==> src/rtl/dma_irq_pkg.sv <==
package dma_irq_pkg;
  localparam int NUM_CLASS = 5;
  localparam int ADDR_W    = 6;
  localparam int WR_W      = 16;
  localparam int RD_W      = 8;
  localparam int LANE_LSB  = 8;

  // Group codes carried in addr[5:3]
  localparam logic [2:0] GRP_RAW  = 3'd0;
  localparam logic [2:0] GRP_STAT = 3'd1;
  localparam logic [2:0] GRP_MASK = 3'd2;
  localparam logic [2:0] GRP_ACK  = 3'd3;
  localparam logic [2:0] GRP_MISC = 3'd4;

  // Indices inside the miscellaneous group
  localparam logic [2:0] MISC_SUM  = 3'd0;
  localparam logic [2:0] MISC_CFG  = 3'd1;
  localparam logic [2:0] MISC_CHEN = 3'd2;

  typedef struct packed {
    logic [NUM_CLASS-1:0] wrMask;
    logic [NUM_CLASS-1:0] wrAck;
    logic                 wrCfg;
    logic                 wrChEn;
    logic                 rdLoad;
    logic [2:0]           rdGrp;
    logic [2:0]           rdIdx;
  } strobe_t;
endpackage

==> src/rtl/dma_irq_ctrl.sv <==
module dma_irq_ctrl
  import dma_irq_pkg::*;
(
  input  logic              wrEn,
  input  logic              rdEn,
  input  logic [ADDR_W-1:0] addr,
  output strobe_t           stb
);
  logic [2:0] grp;
  logic [2:0] idx;

  assign grp = addr[5:3];
  assign idx = addr[2:0];

  always_comb begin
    stb = '0;
    stb.rdLoad = rdEn;
    stb.rdGrp  = grp;
    stb.rdIdx  = idx;
    for (int k = 0; k < NUM_CLASS; k++) begin
      stb.wrMask[k] = wrEn && (grp == GRP_MASK) && (idx == 3'(k));
      stb.wrAck[k]  = wrEn && (grp == GRP_ACK)  && (idx == 3'(k));
    end
    stb.wrCfg  = wrEn && (grp == GRP_MISC) && (idx == MISC_CFG);
    stb.wrChEn = wrEn && (grp == GRP_MISC) && (idx == MISC_CHEN);
  end
endmodule

==> src/rtl/dma_irq_datapath.sv <==
module dma_irq_datapath
  import dma_irq_pkg::*;
#(
  parameter int NUM_CH = 8
) (
  input  logic                                clk,
  input  logic                                rstN,
  input  strobe_t                             stb,
  input  logic [WR_W-1:0]                     wrData,
  input  logic [NUM_CLASS-1:0][NUM_CH-1:0]    evVec,
  output logic [RD_W-1:0]                     rdData,
  output logic                                irqOut,
  output logic                                dmaEnable,
  output logic [NUM_CH-1:0]                   chanEnable
);
  localparam int LANE_MSB = LANE_LSB + NUM_CH - 1;

  logic [NUM_CLASS-1:0][NUM_CH-1:0] rawQ;
  logic [NUM_CLASS-1:0][NUM_CH-1:0] maskQ;
  logic [NUM_CLASS-1:0][NUM_CH-1:0] statusW;
  logic [NUM_CLASS-1:0]             classHit;
  logic                             enQ;
  logic [NUM_CH-1:0]                chEnQ;
  logic [RD_W-1:0]                  rdQ;
  logic [RD_W-1:0]                  rdNext;
  logic [NUM_CH-1:0]                wrVal;
  logic [NUM_CH-1:0]                weLane;

  assign wrVal  = wrData[NUM_CH-1:0];
  assign weLane = wrData[LANE_MSB:LANE_LSB];

  for (genvar g = 0; g < NUM_CLASS; g++) begin : gClass
    always_ff @(posedge clk or negedge rstN) begin
      if (!rstN) begin
        rawQ[g] <= '0;
      end else begin
        rawQ[g] <= (rawQ[g] & ~(stb.wrAck[g] ? wrVal : '0)) | evVec[g];
      end
    end

    always_ff @(posedge clk or negedge rstN) begin
      if (!rstN) begin
        maskQ[g] <= '0;
      end else if (stb.wrMask[g]) begin
        maskQ[g] <= (maskQ[g] & ~weLane) | (wrVal & weLane);
      end
    end

    assign statusW[g]  = rawQ[g] & maskQ[g];
    assign classHit[g] = |statusW[g];


    raw_set_chk: assert property (@(posedge clk) disable iff (!rstN)
      (evVec[g] != '0) |=> ((rawQ[g] & $past(evVec[g])) == $past(evVec[g])));

    raw_ack_chk: assert property (@(posedge clk) disable iff (!rstN)
      stb.wrAck[g] |=> ((rawQ[g] & $past(wrVal) & ~$past(evVec[g])) == '0));

    raw_hold_chk: assert property (@(posedge clk) disable iff (!rstN)
      (!stb.wrAck[g] && evVec[g] == '0) |=> $stable(rawQ[g]));

    mask_lane_chk: assert property (@(posedge clk) disable iff (!rstN)
      1'b1 |=> (((maskQ[g] ^ $past(maskQ[g])) &
                 ~($past(stb.wrMask[g]) ? $past(weLane) : '0)) == '0));
  end

  always_ff @(posedge clk or negedge rstN) begin
    if (!rstN) begin
      enQ <= 1'b0;
    end else if (stb.wrCfg) begin
      enQ <= wrData[0];
    end
  end

  always_ff @(posedge clk or negedge rstN) begin
    if (!rstN) begin
      chEnQ <= '0;
    end else if (stb.wrCfg && !wrData[0]) begin
      chEnQ <= '0;
    end else if (stb.wrChEn && enQ) begin
      chEnQ <= (chEnQ & ~weLane) | (wrVal & weLane);
    end
  end


  chen_gate_chk: assert property (@(posedge clk) disable iff (!rstN)
    !enQ |-> (chEnQ == '0));

  chen_lane_chk: assert property (@(posedge clk) disable iff (!rstN)
    (stb.wrChEn && enQ) |=> (((chEnQ ^ $past(chEnQ)) & ~$past(weLane)) == '0));

  always_comb begin
    rdNext = '0;
    for (int k = 0; k < NUM_CLASS; k++) begin
      if (stb.rdIdx == 3'(k)) begin
        if (stb.rdGrp == GRP_RAW)  rdNext[NUM_CH-1:0] = rawQ[k];
        if (stb.rdGrp == GRP_STAT) rdNext[NUM_CH-1:0] = statusW[k];
        if (stb.rdGrp == GRP_MASK) rdNext[NUM_CH-1:0] = maskQ[k];
      end
    end
    if (stb.rdGrp == GRP_MISC) begin
      if (stb.rdIdx == MISC_SUM)  rdNext[NUM_CLASS-1:0] = classHit;
      if (stb.rdIdx == MISC_CFG)  rdNext[0] = enQ;
      if (stb.rdIdx == MISC_CHEN) rdNext[NUM_CH-1:0] = chEnQ;
    end
  end

  always_ff @(posedge clk or negedge rstN) begin
    if (!rstN) begin
      rdQ <= '0;
    end else if (stb.rdLoad) begin
      rdQ <= rdNext;
    end
  end


  rd_hold_chk: assert property (@(posedge clk) disable iff (!rstN)
    !stb.rdLoad |=> $stable(rdData));

  assign rdData     = rdQ;
  assign irqOut     = |classHit;
  assign dmaEnable  = enQ;
  assign chanEnable = chEnQ;
endmodule

==> src/rtl/dma_irq_regbank.sv <==
module dma_irq_regbank
  import dma_irq_pkg::*;
#(
  parameter int NUM_CH = 8
) (
  input  logic              clk,
  input  logic              rstN,
  input  logic              wrEn,
  input  logic              rdEn,
  input  logic [ADDR_W-1:0] addr,
  input  logic [WR_W-1:0]   wrData,
  input  logic [NUM_CH-1:0] evXfer,
  input  logic [NUM_CH-1:0] evBlock,
  input  logic [NUM_CH-1:0] evSrcTran,
  input  logic [NUM_CH-1:0] evDstTran,
  input  logic [NUM_CH-1:0] evErr,
  output logic [RD_W-1:0]   rdData,
  output logic              irqOut,
  output logic              dmaEnable,
  output logic [NUM_CH-1:0] chanEnable
);
  strobe_t                          stb;
  logic [NUM_CLASS-1:0][NUM_CH-1:0] evVec;

  assign evVec = {evErr, evDstTran, evSrcTran, evBlock, evXfer};

  dma_irq_ctrl uCtrl (
    .wrEn (wrEn),
    .rdEn (rdEn),
    .addr (addr),
    .stb  (stb)
  );

  dma_irq_datapath #(.NUM_CH(NUM_CH)) uData (
    .clk        (clk),
    .rstN       (rstN),
    .stb        (stb),
    .wrData     (wrData),
    .evVec      (evVec),
    .rdData     (rdData),
    .irqOut     (irqOut),
    .dmaEnable  (dmaEnable),
    .chanEnable (chanEnable)
  );
endmodule

==> config.mk <==
export PLATFORM = sky130hd
export DESIGN_NAME = dma_irq_regbank
export DESIGN_NICKNAME = d
export VERILOG_FILES = /design/src/rtl/dma_irq_pkg.sv /design/src/rtl/dma_irq_ctrl.sv /design/src/rtl/dma_irq_datapath.sv /design/src/rtl/dma_irq_regbank.sv
export SDC_FILE = /design/constraint.sdc
export NUM_CORES = 1
export LEC_CHECK = 0
export ABC_AREA = 1
export BUFFER_PORTS_ARGS = -buffer_cell sky130_fd_sc_hd__buf_2
export CAP_MARGIN = 20
export CORE_ASPECT_RATIO = 0.8
export CORE_MARGIN = 5
export CORE_UTILIZATION = 63
export DETAILED_ROUTE_END_ITERATION = 10
export PLACE_DENSITY = 0.86
export SETUP_SLACK_MARGIN = 0.5
export SYNTH_ARGS = -nofsm -noshare
export SYNTH_HDL_FRONTEND = slang
export SYNTH_SLANG_ARGS = --single-unit
==> constraint.sdc <==
create_clock -name clk -period 4.4 [get_ports clk]
set_input_delay 0.22 -clock clk [delete_from_list [all_inputs] [get_ports clk]]
set_output_delay 0.22 -clock clk [all_outputs]
set_load 0.1 [all_outputs]
==> impl_metrics.json, run 1 <==
{
  "cts_buffers": 9,
  "crit_required_ns": 4.65,
  "relSlewSlack_pct": 37.1,
  "core-area_um2": 9650,
  "clock-sinks": 97,
  "synth_top_cell_by_area": "dfrtp_1",
  "arrival_ns": 3.09,
  "rsz0062_at_grt": "false",
  "grt_overflow": 0,
  "crit_top_cell": "nand2_1",
  "worstMarginPinSlew_ns": 0.942,
  "worst_path_max_delay_cell": "inv_2",
  "post-route-min-period_ns": 2.84,
  "place_congestion": 0.999,
  "ys_warn_count": 0,
  "nets": 1061,
  "ir_drop_mv": 0.306,
  "maxCapViolations": 0,
  "dp_hpwl_um": 13600,
  "crit_start": "addr[4]",
  "place_area_um2": 6550,
  "n_antenna_cell": 0,
  "layout-drive-gt1-share_pct": 17.0,
  "viasPerCell": 5.58,
  "setup_viol_count_final": 0,
  "finalSetupTns_ns": 0,
  "clockRootBuffer": "clkbuf_16",
  "ys_types": 33,
  "synth_area_leaders": "dfrtp_1, nand2_1, o21ai_0",
  "cts-resized-gates": 0,
  "die_y_um": 99.0,
  "grt_usage_pct": 32.8,
  "crit_type": "input pin to flip-flop",
  "clock-skew-final_ns": 0.00765,
  "status": "complete, no violations",
  "synthCells": 926,
  "finalCoreUtilization_pct": 71.3,
  "insertion_delay_ns": 0.35,
  "worstPathMaxFanout": 51,
  "fp-row-count": 32,
  "fp.dieW_um": 121,
  "async_flop_share_pct": 100,
  "hold_violations": 0,
  "grt_max_degree": 52,
  "htree_levels": 3,
  "drtAntennaViolNets": 0,
  "slew_viol_final": 0,
  "worstHoldStart": "evErr[3]",
  "p_leak_nw": 3.66,
  "start_util_pct": 64.6,
  "yosys.cell_count.top_type": "nand2_1",
  "drc": 0,
  "synth_top_area_share_pct": 38.9,
  "avgRoutedWirePerCell_um": 17.2,
  "vias": 6343,
  "port-buffer-count": 83,
  "synth_area_um2": 6230,
  "p_per_area_nw_per_um2": 342,
  "max_stage_delay_ns": 0.71,
  "syn_nets": 992,
  "clock_path_buffers": 2,
  "synth_ff_type": "dfrtp_1",
  "clk_pin_slew_ns": 0.07,
  "max_freq_mhz": 352,
  "first_pass_iters": 5,
  "avgSynthCellArea_um2": 6.73,
  "grt_pass1_wl_um": 30700,
  "hp-class": "input pin to flip-flop",
  "num_io_pins": 84,
  "syn2layout_area_growth_pct": 10.3,
  "antenna_found_initial": 0,
  "tritoncts": "done",
  "die_area_um2": 12000,
  "rrSetupSlack_ns": 2.12,
  "seq_area_frac_synth_pct": 38.9,
  "design_area_um2": 6880,
  "synth_edf_count": 0,
  "end_kind": "flip-flop",
  "drtIter0Drc": 733,
  "first_global_vias": 5836,
  "start_kind": "input pin",
  "wirelength_um": 19500,
  "ys_seq_elements": 97,
  "synth_common_cells": "nand2_1, dfrtp_1, nor2_1",
  "period_share_pct": 64.5
}
-- repair_timing --
action / in CTS / in global routing
hold buffers: 1 / 0
buffers inserted: 0 / 0
hold endpoints to repair: 49 / 0
-- metal layers --
| metal | up-vias | track usage [%] | part of all wire [%] |
|---|---|---|---|
| met3 | 76 | 8.09 | 13 |
| met1 | 2839 | 48.0 | 42 |
| met4 | 0 | 11.1 | 3.7 |
| met2 | 403 | 47.7 | 42 |
| li1 | 3025 | - | - |
| met5 | - | 0 | 0 |
-- power breakdown --
group / switching [W] / internal (W) / total (W)
clock network: 0.000380 / 0.000399 / 0.000778
registers: 0.0000543 / 0.000946 / 0.00100
logic: 0.000436 / 0.000138 / 0.000574
-- critical path: cells and delay by family --
| kind | cells | cell delay, ns |
|---|---|---|
| simple gates | 21 | 1.59 |
| buf+inv | 5 | 1.23 |
-- placed cells by master (no fill, tap or decap) --
cell,instances
nand2_1,375
nor2_1,97
dfrtp_1,97
inv_1,89
o21ai_0,85
buf_2,82
a21oi_1,42
nand2_2,21
nand3_2,15
inv_2,14
nand3_1,13
nand4_1,12
clkbuf_16,10
a311oi_1,8
buf_4,6
or2_2,5
nor4_1,3
nor3_1,3
nor3_4,3
inv_6,3
o211ai_2,3
nor2_2,2
clkinv_1,2
inv_8,2
clkinv_4,2
nor3_2,1
nand2_4,1
a211oi_1,1
or2_1,1
clkbuf_1,1
dlygate4sd3_1,1
-- final cells by class --
cell class                      count  area, µm²
Clock buffer                       10        229
Timing Repair Buffer               90        490
Fill cell                         837       2770
Sequential cell                    97       2430
Tap cell                          136        170
Multi-Input combinational cell    691       3100
Inverter                          106        403
Clock inverter                      6       57.6
-- worst paths after layout --
| path | to | cells past startpoint |
|---|---|---|
| setup / recovery | uData.rdData[4] | 26 |
| hold reg to reg | uData.rdData[6] | 2 |
| max in group asynchronous | async pin | 3 |
| min in group asynchronous | uData.rawQ[0] | 2 |
| setup reg to reg | uData.rdData[2] | 24 |
| hold / removal | uData.rawQ[35] | 3 |
-- per-stage QoR --
| step | cells | worst slack, ns | hold WS (ns) | total power [W] |
|---|---|---|---|---|
| 3_5_place_dp | 1118 | 1.34 | 0.285 | 0.00157 |
| 4_1_cts | 1135 | 1.66 | 0.0448 | 0.00234 |
| 3_3_place_gp | 1118 | 1.34 | 0.278 | 0.00156 |
| 5_1_grt | 1136 | 1.23 | 0.0441 | 0.00244 |
| 6_report | 1136 | 1.56 | 0.0447 | 0.00235 |
| 2_1_floorplan | 926 | 2.31 | -0.0756 | 0.00142 |
-- cell families (layout without fill, tap and decap cells) --
kind of cell | after synthesis | in the layout | synth area share (%)
DFF | 97 | 97 | 38.9
and+or+nand+nor | 552 | 552 | 37.5
buffers and inverters | 138 | 212 | 11.5
AOI/OAI and AO/OA | 139 | 139 | 12.0
Power figures use the tool's default switching activity.
==> run 2, diff against run 1 <==
CORE_UTILIZATION = 53   (was 63)
PLACE_DENSITY = 0.77   (was 0.86)
clock period = 2.6 ns   (was 4.4 ns; I/O delays follow)
==> impl_metrics.json, run 2 (synthesis gave the netlist of run 1 again) <==
{
  "setup_viol_count_final": 0,
  "first_global_vias": 6049,
  "post-place-ws_ns": 0.189,
  "start_util_pct": 54.1,
  "use_met1_pct": 41.0,
  "clk_pin_slew_ns": 0.07,
  "port-buffer-count": 83,
  "grt_pass1_wl_um": 32100,
  "crit_top_cell": "nand2_1",
  "antenna_found_initial": 0,
  "rsz0062_at_grt": "true",
  "first_pass_iters": 5,
  "power_w": 0.00414,
  "clock-sinks": 97,
  "crit_required_ns": 2.84,
  "fp-row-count": 35,
  "ir_drop_mv": 0.518,
  "n_antenna_cell": 0,
  "rr_endpoint": "uData.rdData[3]",
  "p_leak_nw": 3.99,
  "grt_most_used_layer": "met2",
  "die_area_um2": 14000,
  "hp-class": "input pin to flip-flop",
  "status": "complete, no violations",
  "clockRootBuffer": "clkbuf_16",
  "design_area_um2": 7650,
  "setup_ws_ns": 0.474,
  "tritoncts": "done",
  "end_kind": "flip-flop",
  "rrSetupSlack_ns": 0.47,
  "post-route-min-period_ns": 2.13,
  "dp_hpwl_um": 13800,
  "maxCapViolations": 0,
  "cts_buffers": 9,
  "insertion_delay_ns": 0.35,
  "layout-drive-gt1-share_pct": 20.3,
  "final_common_cell": "nand2_1",
  "htree_levels": 3,
  "wirelength_um": 20400,
  "met2_usage_pct": 42.2,
  "max_freq_mhz": 470,
  "use_met3_pct": 7.74,
  "max_stage_delay_ns": 0.43,
  "die_y_um": 107,
  "drc": 0,
  "drtIter0Drc": 902,
  "clock_path_buffers": 2,
  "crit_end": "uData.rdData[3]",
  "relSlewSlack_pct": 45.9,
  "layout_common_cells": "nand2_1, nor2_1, dfrtp_1",
  "place_area_um2": 6670,
  "avgRoutedWirePerCell_um": 16.9,
  "crit_type": "flip-flop to flip-flop",
  "syn2layout_area_growth_pct": 22.8,
  "finalSetupTns_ns": 0,
  "worstPathMaxFanout": 4,
  "slew_viol_final": 0,
  "worstMarginPinSlew_ns": 0.812,
  "arrival_ns": 2.37,
  "viasPerCell": 5.41,
  "p_per_area_nw_per_um2": 540,
  "grt_overflow": 0,
  "core-area_um2": 11500,
  "start_kind": "flip-flop",
  "path_depth": 24,
  "crit_chain": "nand4_1 > nand2_1 > nand2_1 > nand2_1 > nand2_2 > nand3_2 > nand2_1 > nand2_1 > nand2_1 > nand2_2 > nand2_2 > nand2_1 > nand2_1 > nand2_1 > nand2_1 > nand2_2 > nand2_2 > nand2_1 > nand2_1 > nand2_1 > nand2_1 > nand3_2 > nand2_2 > inv_1",
  "fp.dieW_um": 131,
  "hold_violations": 0,
  "num_io_pins": 84,
  "clock-skew-final_ns": 0.00610,
  "r2r_cells": 24,
  "crit_family": "simple AND/OR/NAND/NOR gates",
  "period_share_pct": 81.8,
  "nets": 1123,
  "grt_usage_pct": 28.6,
  "place_congestion": 1.01,
  "vias": 6543,
  "grt_max_degree": 62,
  "worst_path_max_delay_cell": "dfrtp_1",
  "crit_buf_inv": 1,
  "drtAntennaViolNets": 0
}
run 2: cell types whose count changed in the layout (fill, tap and decap cells not counted), moves of 4 or more:
cell           before  now
buf_12              0    4
buf_4               6   19
buf_6               0    6
dlygate4sd3_1       1   41
nand2_1           375  354
nand2_2            21   41
run 2: worst min-delay path by stage:
| stage | startpoint | end | cells past startpoint |
|---|---|---|---|
| finish | wrEn | uData.dmaEnable | 3 |
| CTS | wrEn | uData.dmaEnable | 3 |
| global placement | rstN | uData.rawQ[19] | 1 |
| detailed placement | rstN | uData.rawQ[19] | 1 |
| floorplan | rstN | async pin | 0 |
| global route | wrData[14] | uData.chanEnable[6] | 2 |
run 2: metal layers:
layer  share of wire, %  wire length (µm)  vias up
met1                 42              8620     2991
met2                 43              8840      354
li1                   -                 -     3153
met3                 12              2380       45
met4                2.8               573        0
met5                  0                 0        -
run 2: through the flow:
step	hold slack, ns	util (%)	cells
after detailed placement	0.260	57.9	1140
after global placement	0.264	57.9	1140
after CTS	0.150	64.1	1197
final	0.157	66.5	1210
after floorplan	-0.166	-	926
after global routing	0.154	66.5	1210
run 2: worst reg2reg max path, cell delays in order (launching register included):
cell and delay, ns:
dfrtp_1 0.43, nand4_1 0.12, nand2_1 0.07, nand2_1 0.08
nand2_1 0.07, nand2_2 0.08, nand3_2 0.06, nand2_1 0.08
nand2_1 0.05, nand2_1 0.07, nand2_2 0.07, nand2_2 0.05
nand2_1 0.05, nand2_1 0.06, nand2_1 0.05, nand2_1 0.08
nand2_2 0.09, nand2_2 0.07, nand2_1 0.05, nand2_1 0.05
nand2_1 0.04, nand2_1 0.08, nand3_2 0.08, nand2_2 0.07
inv_1 0.04
run 2: repair_timing:
action,CTS,global route
setup endpoints to repair,2,9
hold buffers,41,0
gates resized for setup,2,41
hold endpoints to repair,100,0
pin swaps,0,23
setup buffers,0,11
cloned,0,2
run 2: cell type report:
| cell class | instances | area (µm²) |
|---|---|---|
| well taps | 148 | 185 |
| clock inverters | 6 | 67.6 |
| fillers | 1007 | 3860 |
| inverters | 106 | 410 |
| clock buffers | 10 | 229 |
| flip-flops and latches | 97 | 2430 |
| repair buffers | 152 | 1150 |
| multi-input cells | 691 | 3180 |
run 2: report_power, final:
| part | internal [W] | switching [W] |
|---|---|---|
| logic | 0.000316 | 0.000767 |
| registers | 0.00160 | 0.0000872 |
| clock network | 0.000751 | 0.000614 |
| total | 0.00267 | 0.00147 |
